$ cat src/rtl/cmdq_pkg.sv
package cmdq_pkg;
    localparam int unsigned WORD_W = 32;
    localparam int unsigned OFF_W  = 20;
    localparam int unsigned BE_W   = 4;
    localparam int unsigned OP_W   = 8;
    localparam int unsigned OP_LSB = WORD_W - OP_W;
    localparam int unsigned BE_LSB = OFF_W;

    localparam logic [OP_W-1:0] OP_NOP    = 8'h00;
    localparam logic [OP_W-1:0] OP_DIRECT = 8'h01;
    localparam logic [OP_W-1:0] OP_INDEX  = 8'h09;

    localparam logic [1:0] CFG_CTRL = 2'd0;
    localparam logic [1:0] CFG_HEAD = 2'd1;
    localparam logic [1:0] CFG_TAIL = 2'd2;

    typedef enum logic [1:0] {K_NOP, K_DIRECT, K_INDEX, K_BAD} kind_e;

    typedef enum logic [3:0] {
        S_IDLE, S_CHK, S_REQ0, S_WAIT0, S_REQ1, S_WAIT1,
        S_EXEC, S_DREQ, S_DWAIT, S_WR
    } state_e;
endpackage

$ cat src/rtl/cmdq_decode.sv
module cmdq_decode
    import cmdq_pkg::*;
(
    input  logic [WORD_W-1:0] ctl_word,
    output kind_e             kind,
    output logic [OFF_W-1:0]  offset,
    output logic [BE_W-1:0]   bytes
);
    logic [OP_W-1:0] opcode;

    always_comb begin
        opcode = ctl_word[WORD_W-1:OP_LSB];
        offset = ctl_word[OFF_W-1:0];
        bytes  = ctl_word[BE_LSB+BE_W-1:BE_LSB];
        case (opcode)
            OP_NOP:    kind = K_NOP;
            OP_DIRECT: kind = K_DIRECT;
            OP_INDEX: begin
                kind  = K_INDEX;
                bytes = '1;        // indexed writes always use all byte lanes
            end
            default:   kind = K_BAD;
        endcase
    end
endmodule

$ cat src/rtl/cmdq_cfg.sv
module cmdq_cfg
    import cmdq_pkg::*;
#(
    parameter int unsigned PTR_W = 16
) (
    input  logic             clk,
    input  logic             rst_n,
    input  logic             wr_en,
    input  logic [1:0]       addr,
    input  logic [PTR_W-1:0] wdata,
    input  logic             busy,
    input  logic             err_set,
    output logic             enable,
    output logic             error,
    output logic [PTR_W-1:0] head,
    output logic [PTR_W-1:0] tail,
    output logic             start
);
    typedef struct packed {
        logic             enable;
        logic             error;
        logic [PTR_W-1:0] head;
        logic [PTR_W-1:0] tail;
    } cfg_t;

    cfg_t             cfg_d, cfg_q;
    logic [PTR_W-1:0] ptr_aligned;

    always_comb begin
        cfg_d       = cfg_q;
        start       = 1'b0;
        ptr_aligned = {wdata[PTR_W-1:1], 1'b0};
        if (err_set) begin
            cfg_d.error = 1'b1;
        end
        if (wr_en && !busy) begin
            case (addr)
                CFG_CTRL: begin
                    cfg_d.enable = wdata[0];
                    if (wdata[1]) begin
                        cfg_d.error = 1'b0;
                    end
                end
                CFG_HEAD: cfg_d.head = ptr_aligned;
                CFG_TAIL: begin
                    cfg_d.tail = ptr_aligned;
                    start      = cfg_q.enable && (ptr_aligned != cfg_q.head);
                end
                default: ;
            endcase
        end
    end

    always_ff @(posedge clk or negedge rst_n) begin
        if (!rst_n) begin
            cfg_q <= '0;
        end else begin
            cfg_q <= cfg_d;
        end
    end

    assign enable = cfg_q.enable;
    assign error  = cfg_q.error;
    assign head   = cfg_q.head;
    assign tail   = cfg_q.tail;
endmodule

$ cat src/rtl/cmdq_seq.sv
module cmdq_seq
    import cmdq_pkg::*;
#(
    parameter int unsigned PTR_W = 16
) (
    input  logic              clk,
    input  logic              rst_n,
    input  logic              start,
    input  logic [PTR_W-1:0]  head,
    input  logic [PTR_W-1:0]  tail,
    input  logic              mem_rvalid,
    input  logic [WORD_W-1:0] mem_rdata,
    input  kind_e             kind,
    input  logic [OFF_W-1:0]  offset,
    input  logic [BE_W-1:0]   bytes,
    output logic [WORD_W-1:0] ctl_word,
    output logic              busy,
    output logic              err_set,
    output logic              mem_req,
    output logic [PTR_W-1:0]  mem_addr,
    output logic              rw_valid,
    output logic [OFF_W-1:0]  rw_addr,
    output logic [WORD_W-1:0] rw_data,
    output logic [BE_W-1:0]   rw_be
);
    localparam logic [PTR_W-1:0] ONE = PTR_W'(1);

    typedef struct packed {
        state_e            st;
        logic [PTR_W-1:0]  cur;
        logic [PTR_W-1:0]  left;
        logic              burst;
        logic [WORD_W-1:0] dw0;
        logic [WORD_W-1:0] dw1;
        logic [OFF_W-1:0]  wr_addr;
        logic [WORD_W-1:0] wr_data;
        logic [BE_W-1:0]   wr_be;
    } seq_t;

    seq_t seq_d, seq_q;

    always_comb begin
        seq_d    = seq_q;
        mem_req  = 1'b0;
        err_set  = 1'b0;
        rw_valid = 1'b0;
        case (seq_q.st)
            S_IDLE: begin
                if (start) begin
                    seq_d.st  = S_CHK;
                    seq_d.cur = head;
                end
            end
            S_CHK: seq_d.st = (seq_q.cur == tail) ? S_IDLE : S_REQ0;
            S_REQ0: begin
                mem_req  = 1'b1;
                seq_d.st = S_WAIT0;
            end
            S_WAIT0: begin
                if (mem_rvalid) begin
                    seq_d.dw0 = mem_rdata;
                    seq_d.cur = seq_q.cur + ONE;
                    seq_d.st  = S_REQ1;
                end
            end
            S_REQ1: begin
                mem_req  = 1'b1;
                seq_d.st = S_WAIT1;
            end
            S_WAIT1: begin
                if (mem_rvalid) begin
                    seq_d.dw1 = mem_rdata;
                    seq_d.cur = seq_q.cur + ONE;
                    seq_d.st  = S_EXEC;
                end
            end
            S_EXEC: begin
                seq_d.burst   = 1'b0;
                seq_d.wr_addr = offset;
                seq_d.wr_be   = bytes;
                case (kind)
                    K_DIRECT: begin
                        seq_d.wr_data = seq_q.dw0;
                        seq_d.st      = S_WR;
                    end
                    K_INDEX: begin
                        seq_d.burst = 1'b1;
                        seq_d.left  = seq_q.dw0[PTR_W-1:0];
                        seq_d.st    = (seq_q.dw0[PTR_W-1:0] == '0) ? S_CHK : S_DREQ;
                    end
                    K_NOP:   seq_d.st = S_CHK;
                    default: begin
                        err_set  = 1'b1;
                        seq_d.st = S_IDLE;
                    end
                endcase
            end
            S_DREQ: begin
                mem_req  = 1'b1;
                seq_d.st = S_DWAIT;
            end
            S_DWAIT: begin
                if (mem_rvalid) begin
                    seq_d.wr_data = mem_rdata;
                    seq_d.cur     = seq_q.cur + ONE;
                    seq_d.left    = seq_q.left - ONE;
                    seq_d.st      = S_WR;
                end
            end
            S_WR: begin
                rw_valid = 1'b1;
                if (seq_q.burst && (seq_q.left != '0)) begin
                    seq_d.st = S_DREQ;
                end else begin
                    seq_d.st = S_CHK;
                    if (seq_q.burst) begin
                        // step over the padding dword of an odd-length burst
                        seq_d.cur = seq_q.cur + {{(PTR_W-1){1'b0}}, seq_q.cur[0]};
                    end
                end
            end
            default: seq_d.st = S_IDLE;
        endcase
    end

    always_ff @(posedge clk or negedge rst_n) begin
        if (!rst_n) begin
            seq_q <= '0;
        end else begin
            seq_q <= seq_d;
        end
    end

    assign busy     = (seq_q.st != S_IDLE);
    assign mem_addr = seq_q.cur;
    assign ctl_word = seq_q.dw1;
    assign rw_addr  = seq_q.wr_addr;
    assign rw_data  = seq_q.wr_data;
    assign rw_be    = seq_q.wr_be;
endmodule

$ cat src/rtl/cmdq_exec.sv
module cmdq_exec
    import cmdq_pkg::*;
#(
    parameter int unsigned PTR_W = 16
) (
    input  logic              clk,
    input  logic              rst_n,
    input  logic              cfg_wr_en,
    input  logic [1:0]        cfg_addr,
    input  logic [PTR_W-1:0]  cfg_wdata,
    output logic              ctl_enable,
    output logic              ctl_busy,
    output logic              ctl_error,
    output logic              mem_req,
    output logic [PTR_W-1:0]  mem_addr,
    input  logic              mem_rvalid,
    input  logic [WORD_W-1:0] mem_rdata,
    output logic              rw_valid,
    output logic [OFF_W-1:0]  rw_addr,
    output logic [WORD_W-1:0] rw_data,
    output logic [BE_W-1:0]   rw_be
);
    logic              start;
    logic              err_set;
    logic [PTR_W-1:0]  head;
    logic [PTR_W-1:0]  tail;
    logic [WORD_W-1:0] ctl_word;
    kind_e             kind;
    logic [OFF_W-1:0]  offset;
    logic [BE_W-1:0]   bytes;

    cmdq_cfg #(.PTR_W(PTR_W)) u_cfg (
        .clk     (clk),
        .rst_n   (rst_n),
        .wr_en   (cfg_wr_en),
        .addr    (cfg_addr),
        .wdata   (cfg_wdata),
        .busy    (ctl_busy),
        .err_set (err_set),
        .enable  (ctl_enable),
        .error   (ctl_error),
        .head    (head),
        .tail    (tail),
        .start   (start)
    );

    cmdq_decode u_dec (
        .ctl_word (ctl_word),
        .kind     (kind),
        .offset   (offset),
        .bytes    (bytes)
    );

    cmdq_seq #(.PTR_W(PTR_W)) u_seq (
        .clk        (clk),
        .rst_n      (rst_n),
        .start      (start),
        .head       (head),
        .tail       (tail),
        .mem_rvalid (mem_rvalid),
        .mem_rdata  (mem_rdata),
        .kind       (kind),
        .offset     (offset),
        .bytes      (bytes),
        .ctl_word   (ctl_word),
        .busy       (ctl_busy),
        .err_set    (err_set),
        .mem_req    (mem_req),
        .mem_addr   (mem_addr),
        .rw_valid   (rw_valid),
        .rw_addr    (rw_addr),
        .rw_data    (rw_data),
        .rw_be      (rw_be)
    );
endmodule

$ cat config.mk
export PLATFORM = sky130hd
export DESIGN_NAME = cmdq_exec
export DESIGN_NICKNAME = d
export VERILOG_FILES = /design/src/rtl/cmdq_pkg.sv /design/src/rtl/cmdq_decode.sv /design/src/rtl/cmdq_cfg.sv /design/src/rtl/cmdq_seq.sv /design/src/rtl/cmdq_exec.sv
export SDC_FILE = /design/constraint.sdc
export NUM_CORES = 1
export LEC_CHECK = 0
export ABC_AREA = 1
export BUFFER_PORTS_ARGS = -buffer_cell sky130_fd_sc_hd__buf_2
export CAP_MARGIN = 5
export CORE_ASPECT_RATIO = 1.4
export CORE_MARGIN = 2
export CORE_UTILIZATION = 40
export CTS_CLUSTER_SIZE = 30
export DETAILED_ROUTE_END_ITERATION = 10
export GPL_TIMING_DRIVEN = 0
export PLACE_DENSITY = 0.66
export SETUP_SLACK_MARGIN = 0.15
export SLEW_MARGIN = 20
export SYNTH_ARGS = -nofsm -noshare
export SYNTH_HDL_FRONTEND = slang
export SYNTH_SLANG_ARGS = --single-unit
$ cat constraint.sdc
create_clock -name clk -period 5.6 [get_ports clk]
set_clock_uncertainty 0.05 [all_clocks]
set_input_delay 0.56 -clock clk [delete_from_list [all_inputs] [get_ports clk]]
set_output_delay 0.56 -clock clk [all_outputs]
set_load 0.01 [all_outputs]
# Word level (Yosys, flattened, before mapping)
# Index checks and enable logic that the tools add are counted.
# W data, S select, Z words.
word_totals:
  input_bits: 54
  register_bits: 189
op_classes:
  n_addsub: 3
  n_eq_ne: 25
  muxes: 31
  n_reduce_logical: 24
op_table:
  columns: ["cell", "n"]
  rows:
  - ["$pmux W16 S5", 1]
  - ["$mux W16", 4]
  - ["$mux W32", 2]
  - ["$pmux W32 S2", 1]
  - ["$mux W20", 3]
  - ["$pmux W4 S10", 1]
  - ["$mux W36", 1]
  - ["$mux W33", 1]
  - ["$pmux W16 S2", 1]
  - ["$mux W17", 1]
  - ["$add A16 B1 Y16", 1]
  - ["$add A16 B1 Y16 const B", 1]
  - ["$eq A16 B16 Y1", 1]
  - ["$eq A4 B3 Y1 const B", 4]
  - ["$logic_not A16 Y1", 1]
  - ["$reduce_bool A16 Y1", 1]
  - ["$sub A16 B1 Y16 const B", 1]
  - ["$ne A15 B15 Y1", 1]
  - ["$ne A2 B2 Y1 const B", 7]
  - ["$pmux W4 S3", 1]
  - ["$reduce_and A2 Y1", 5]
  - ["$mux W1", 9]
  - ["$eq A4 B2 Y1 const B", 2]
  - ["$eq A4 B4 Y1 const B", 2]
  - ["other kinds (22)", 30]

# Depth between registers and ports, before layout
logic_depth:
  depth_word: 10
  depth_mapped: 13

# By module
# From an unflattened synthesis, not the netlist that was laid out.
unflattened:
  cells_unflattened: 1403
  hier_area_um2: 10741.6
by_module_without_submodules:
  columns: ["mod", "area_each_um2", "n_inst", "cells_per_inst"]
  rows:
  - ["cmdq_seq", 8695.8, 1, 1161]
  - ["cmdq_cfg", 1784.2, 1, 200]
  - ["cmdq_decode", 261.5, 1, 42]

# Worst setup path after synthesis
# No wires, ideal clock.
synth_path:
  path_kind: "in2reg"
  from: "input port mem_rvalid"
  to: "register u_seq.seq_q[107] (netlist name)"
  stages: 5
  setup_time_ns: 0.125
  setup_slack_ns: 3.638
  arrival_time_ns: 1.788
  required_time_ns: 5.425
  path_cell_list: "clkbuf_1 inv_1 nor2_2 buf_2 mux2_2"
synth_between:
  elab_chain_len: 1
synth_lines:
  columns: ["item", "line_no", "rtl"]
  rows:
  - ["start, declared", "cmdq_exec.sv:16", "input logic mem_rvalid,"]
  - ["$reduce_and A2 Y1 (no line)", null, null]
  - ["end signal, assigned", "cmdq_seq.sv:130", "seq_q <= seq_d;"]
  - ["end, declared", "cmdq_seq.sv:40", "seq_t seq_d, seq_q;"]
# Every way passes these cells.
# A chain may end at the register's enable or synchronous reset.

# Worst setup path in the final report
layout_path:
  from: "register u_seq.seq_q[121] (netlist name)"
  to: "register u_seq.seq_q, in the netlist u_seq.mem_addr[12]"
layout_between:
  elab_chain_len: 4
layout_lines:
  columns: ["item", "line_no", "rtl"]
  rows:
  - ["$reduce_bool A16 Y1", "cmdq_seq.sv:112", "if (seq_q.burst && (seq_q.left != '0)) begin"]
  - ["$logic_and A1 B1 Y1", "cmdq_seq.sv:112", null]
  - ["$ne A2 B2 Y1 (no line)", null, null]
  - ["$reduce_and A7 Y1 (no line)", null, null]
# Every way passes these cells.

==> results.md <==
- The clock network fraction of design power is 0.214.
- The arithmetic-cell share of the synthesized area counting full adders, half adders and majority gates is 0.00255.
- 0 antenna diodes ended up in the layout.
- The switching fraction of total power is 0.385.
- The xor/xnor cell area share of the yosys netlist is 0.0143.
- Once placement finished, the instance area stood at approximately 11000 µm².
- Of the total power, registers draw 0.405.
- The number of detailed-routing iterations run before antenna repair is 6.
- The type of the tightest min-delay check is primary input to asynchronous set/reset pin.
- The pin count of the biggest net entering global routing is 70.
- In the finished design, the share of the clock period the worst path needs comes to 0.420.
- The post-synthesis sequential area ratio is 0.482.
- The number of instances in the synthesized netlist is approximately 1200.
- The worst-skew pair later-pin latency is approximately 0.45 ns.
- The number of hold buffers added after CTS was 0.
- The power density normalized to cell area is 496 nW/µm².
- The data required time at the worst endpoint is 5.89 ns.
- The combinational group share of total power is 0.381.
- The simple-gate share of the synthesized area is 0.269.
- The fraction of layout instances using a drive strength above 1 is 0.217.
- The cell area that synthesis handed to floorplanning was 9810 µm².
- In this run, post-CTS repair resized a total of 0 instances.
- The number of top-level design ports is ~130.
- The clock edge transition at the registers on the reported setup and hold paths is about 0.08 ns.
- The count of buffers from port buffering is between 100 and 150.
- Clock tree synthesis selected as its root buffer the cell clkbuf_16.
- The share of synthesized flip-flops with an asynchronous set or reset is 1.00.
- The number of different library cells used by synthesis comes to 36.
- STA classifies the critical path endpoint as a flop.
- The final number of setup-violating endpoints is 0.
- The deepest level of the CTS H-tree is 4.
- The number of warnings issued by yosys is 0.
- The analysis attributes to cell leakage a power of approximately 0.0059 µW.
- Sorting the synthesized cells by area gives the leading types as dfrtp_1 (48%), nand2_1 (16%), buf_4 (5.7%).
- The clock tree from TritonCTS is done.
- After detailed routing, the total wire length is approximately 26 mm.
- The checks that failed: negative hold slack.
- The number of buffers created by CTS is 17.
- In the global route stage, overall resource usage came out at 0.213.
- The highest clock frequency the design can meet is 426 MHz.
- The beginning of the worst register-to-register path is u_seq.seq_q[121]$_DFFE_PN0P_.
- The portion of synthesized area spent on multiplexers is 0.0252.
- The floorplan step defined a die boundary enclosing 25800 µm².
- VDD sags by at most ~0.00027 V.
- The half-perimeter wire length of the detailed placement result is about 20 mm.
- The clock net in this run drives a total of between 150 and 200 sinks.
- The routed length per instance is ~15 µm.
- The final critical-path required period is 2.35 ns.
- The kind of launch point of the worst setup path is a flop.
- The number of antenna-violating nets in the routed design is 0.
- Yosys mapped a number of flops with a built-in enable equal to 0.
- In this run, placement finished with an instance count of 1690.
- The complex-gate fraction of the synthesized area is 0.0849.
- The total number of vias is between 8000 and 9000.
- Setup repair after global routing left no endpoint under its margin.
- The worst-case clock buffer depth is 2.
- After the first detailed-routing iteration, the DRC count stood at 450.
- The largest driver fanout on the critical path is 10.
- Across all hold checks on the routed design, the worst slack comes to -0.0243 ns.
- In this run the standard cell core region covers about 24000 µm².
- Max-cap violations in this run came to 0.
- After clock tree synthesis, the setup repair step added 0 buffers.
- The arrival time of data at the critical path endpoint is roughly 2.6 ns.
- Internal power comes to 3510 µW.
- The register bit count reported by yosys is 189.
- A synthesized cell averages 7.86 µm².
- The initial antenna violation count was 1.
- The final net count is about 1500.
- Row generation in the floorplan step produced 67 rows.
- The flow ran to the end, but the final reports show violations.
- The final count of hold timing violations is 9.
- The starting density of the core is 0.408.
- The first global-routing pass estimated between 40 and 50 mm of wire.
- For this run, the share of the core covered by cells in the final layout is 0.478.
- The number of remaining DRC errors is 0.
- The dominant combinational cell family by area after synthesis is simple AND/OR/NAND/NOR gates.
- In the final timing run, aggregate negative setup slack is 0 ns.
- The share of Yosys cell area claimed by the top area cell type is 0.482.
- The end of the worst register-to-register path is u_seq.mem_addr[12]$_DFFE_PN0P_.
- The count of final max-slew check failures is 0.
- The number of global-route vias before repair is between 8000 and 9000.
- The per-cell via count in the routed design is between 4 and 5.
- Synthesis produced a netlist with a net count of 1305.
- The die width is about 140 µm.
- Global routing finished with a remaining overflow of 0.
- In this run the power spent charging and discharging nets is between 2000 and 2500 µW.
- The tightest slew margin relative to the limit is 0.539.
- The final weighted congestion of routability-driven global placement is roughly 0.9.
- The overall power of the completed layout is between 5000 and 6000 µW.
- For the pin with the worst max-slew slack, the measured transition is between 0.6 and 0.7 ns.
- In the synthesized netlist the dominant register cell turns out to be dfrtp_1.
- The die span in y is 189 µm.
- The largest total area in the synthesized netlist belongs to dfrtp_1.
- The area growth from synthesis to layout is 17.3%.
- The minimum setup slack among reg-to-reg paths is 3.25 ns.
- By startpoint and endpoint, the worst setup path is classified as flop to flop.
- Counting cells, the worst reg-to-reg path comes to 10.
- The number of cells in the finished layout apart from fillers is 1722.
- Once layout is done, the placed cells without fillers occupy 11500 µm².
==> power by group through the flow <==
stage	sequential (µW)	combinational, µW	clock, µW
floorplan	2210	1580	0
global placement	2320	2130	0
detailed placement	2330	2180	0
CTS	2310	2190	1250
global route	2380	2450	1310
finish	2310	2170	1220
==> cells by family (layout without fill, tap and decap cells) <==
group,after synthesis,count (layout)
adder cells (fa/ha/maj),2,2
buffers and inverters,231,394
flip-flops,189,189
AND/OR/NAND/NOR,641,641
AO/OA/AOI/OAI,148,148
XOR/XNOR,16,16
multiplexers,22,22
==> layer usage <==
| layer | share of wire | up-vias | track usage |
|---|---|---|---|
| met5 | 0 | - | 0 |
| met4 | 0.026 | 0 | 0.0769 |
| met3 | 0.051 | 48 | 0.0455 |
| met2 | 0.50 | 245 | 0.367 |
| met1 | 0.42 | 4091 | 0.262 |
| li1 | - | 4217 | - |
==> worst max-delay path by stage <==
stage | start | endpoint | slack, ns | depth (start not counted)
2_1_floorplan | mem_rvalid | u_seq.seq_q[107]$_DFFE_PN0P_ | 3.64 | 5
3_3_place_gp | rst_n | u_seq.seq_q[114]$_DFFE_PN0P_ | 0.63 | 1
3_5_place_dp | mem_rvalid | u_seq.seq_q[115]$_DFFE_PN0P_ | 2.90 | 5
4_1_cts | u_seq.seq_q[121]$_DFFE_PN0P_ | u_seq.mem_addr[12]$_DFFE_PN0P_ | 3.28 | 10
5_1_grt | u_seq.seq_q[121]$_DFFE_PN0P_ | u_seq.mem_addr[13]$_DFFE_PN0P_ | 3.06 | 10
6_report | u_seq.seq_q[121]$_DFFE_PN0P_ | u_seq.mem_addr[12]$_DFFE_PN0P_ | 3.25 | 10
==> stage by stage <==
step                      setup WS [ns]  hold WS, ns
after floorplan                    3.64        0.214
after global placement            0.628        0.406
after detailed placement           2.90        0.408
after CTS                          3.28      0.00201
after global routing               3.06      0.00176
final                              3.25      -0.0243
==> synth_stat cells (all sizes together), types with 3 or more instances <==
cell and count:
a31oi 34, nand2 415, nor2 126, nand4 25
a22oi 3, dfrtp 189, nor3 5, nor4 3
xor2 12, clkbuf 28, o21ai 76, nand3 64
a21oi 24, mux2 22, o22a 4, or2 3
buf 97, o22ai 5, inv 105, xnor2 4
==> layout by cell type, fill, tap and decap left out, drive strengths merged, types with 4 or more instances in the layout <==
| cell | instances |
|---|---|
| xor2 | 12 |
| xnor2 | 4 |
| nor3 | 5 |
| nand2 | 415 |
| o21ai | 76 |
| buf | 228 |
| nor2 | 126 |
| a21oi | 24 |
| nand3 | 64 |
| a31oi | 34 |
| o22ai | 5 |
| dfrtp | 189 |
| inv | 109 |
| o22a | 4 |
| nand4 | 25 |
| mux2 | 22 |
| clkinv | 7 |
| clkbuf | 46 |
==> worst max-delay path, stage by stage (launching register included) <==
cell and delay [ns]:
dfrtp_1 0.42, inv_1 0.15, ha_1 0.20, nand3_1 0.20, nor2_1 0.23, nand4_1 0.20, a21oi_4 0.33, nand3_4 0.17
buf_6 0.19, nand2_1 0.06, nand2_1 0.05
==> cell type report <==
class	instances	area, µm²
clock buffers	18	439
well taps	310	388
fillers	2368	12600
clock inverters	14	156
multi-input cells	829	3890
repair buffers	131	711
inverters	106	398
plain buffers	125	797
flip-flops and latches	189	4730
==> flip-flops by register name, summed over array words and instances, names as in the netlist <==
register,count
u_cfg.tail,15
u_seq.rw_addr,20
u_seq.mem_addr,16
u_cfg.error,1
u_seq.ctl_word,32
u_cfg.head,15
u_seq.rw_be,4
u_cfg.enable,1
u_seq.seq_q,53
u_seq.rw_data,32
Note: power is estimated with default switching activity, not from simulation.
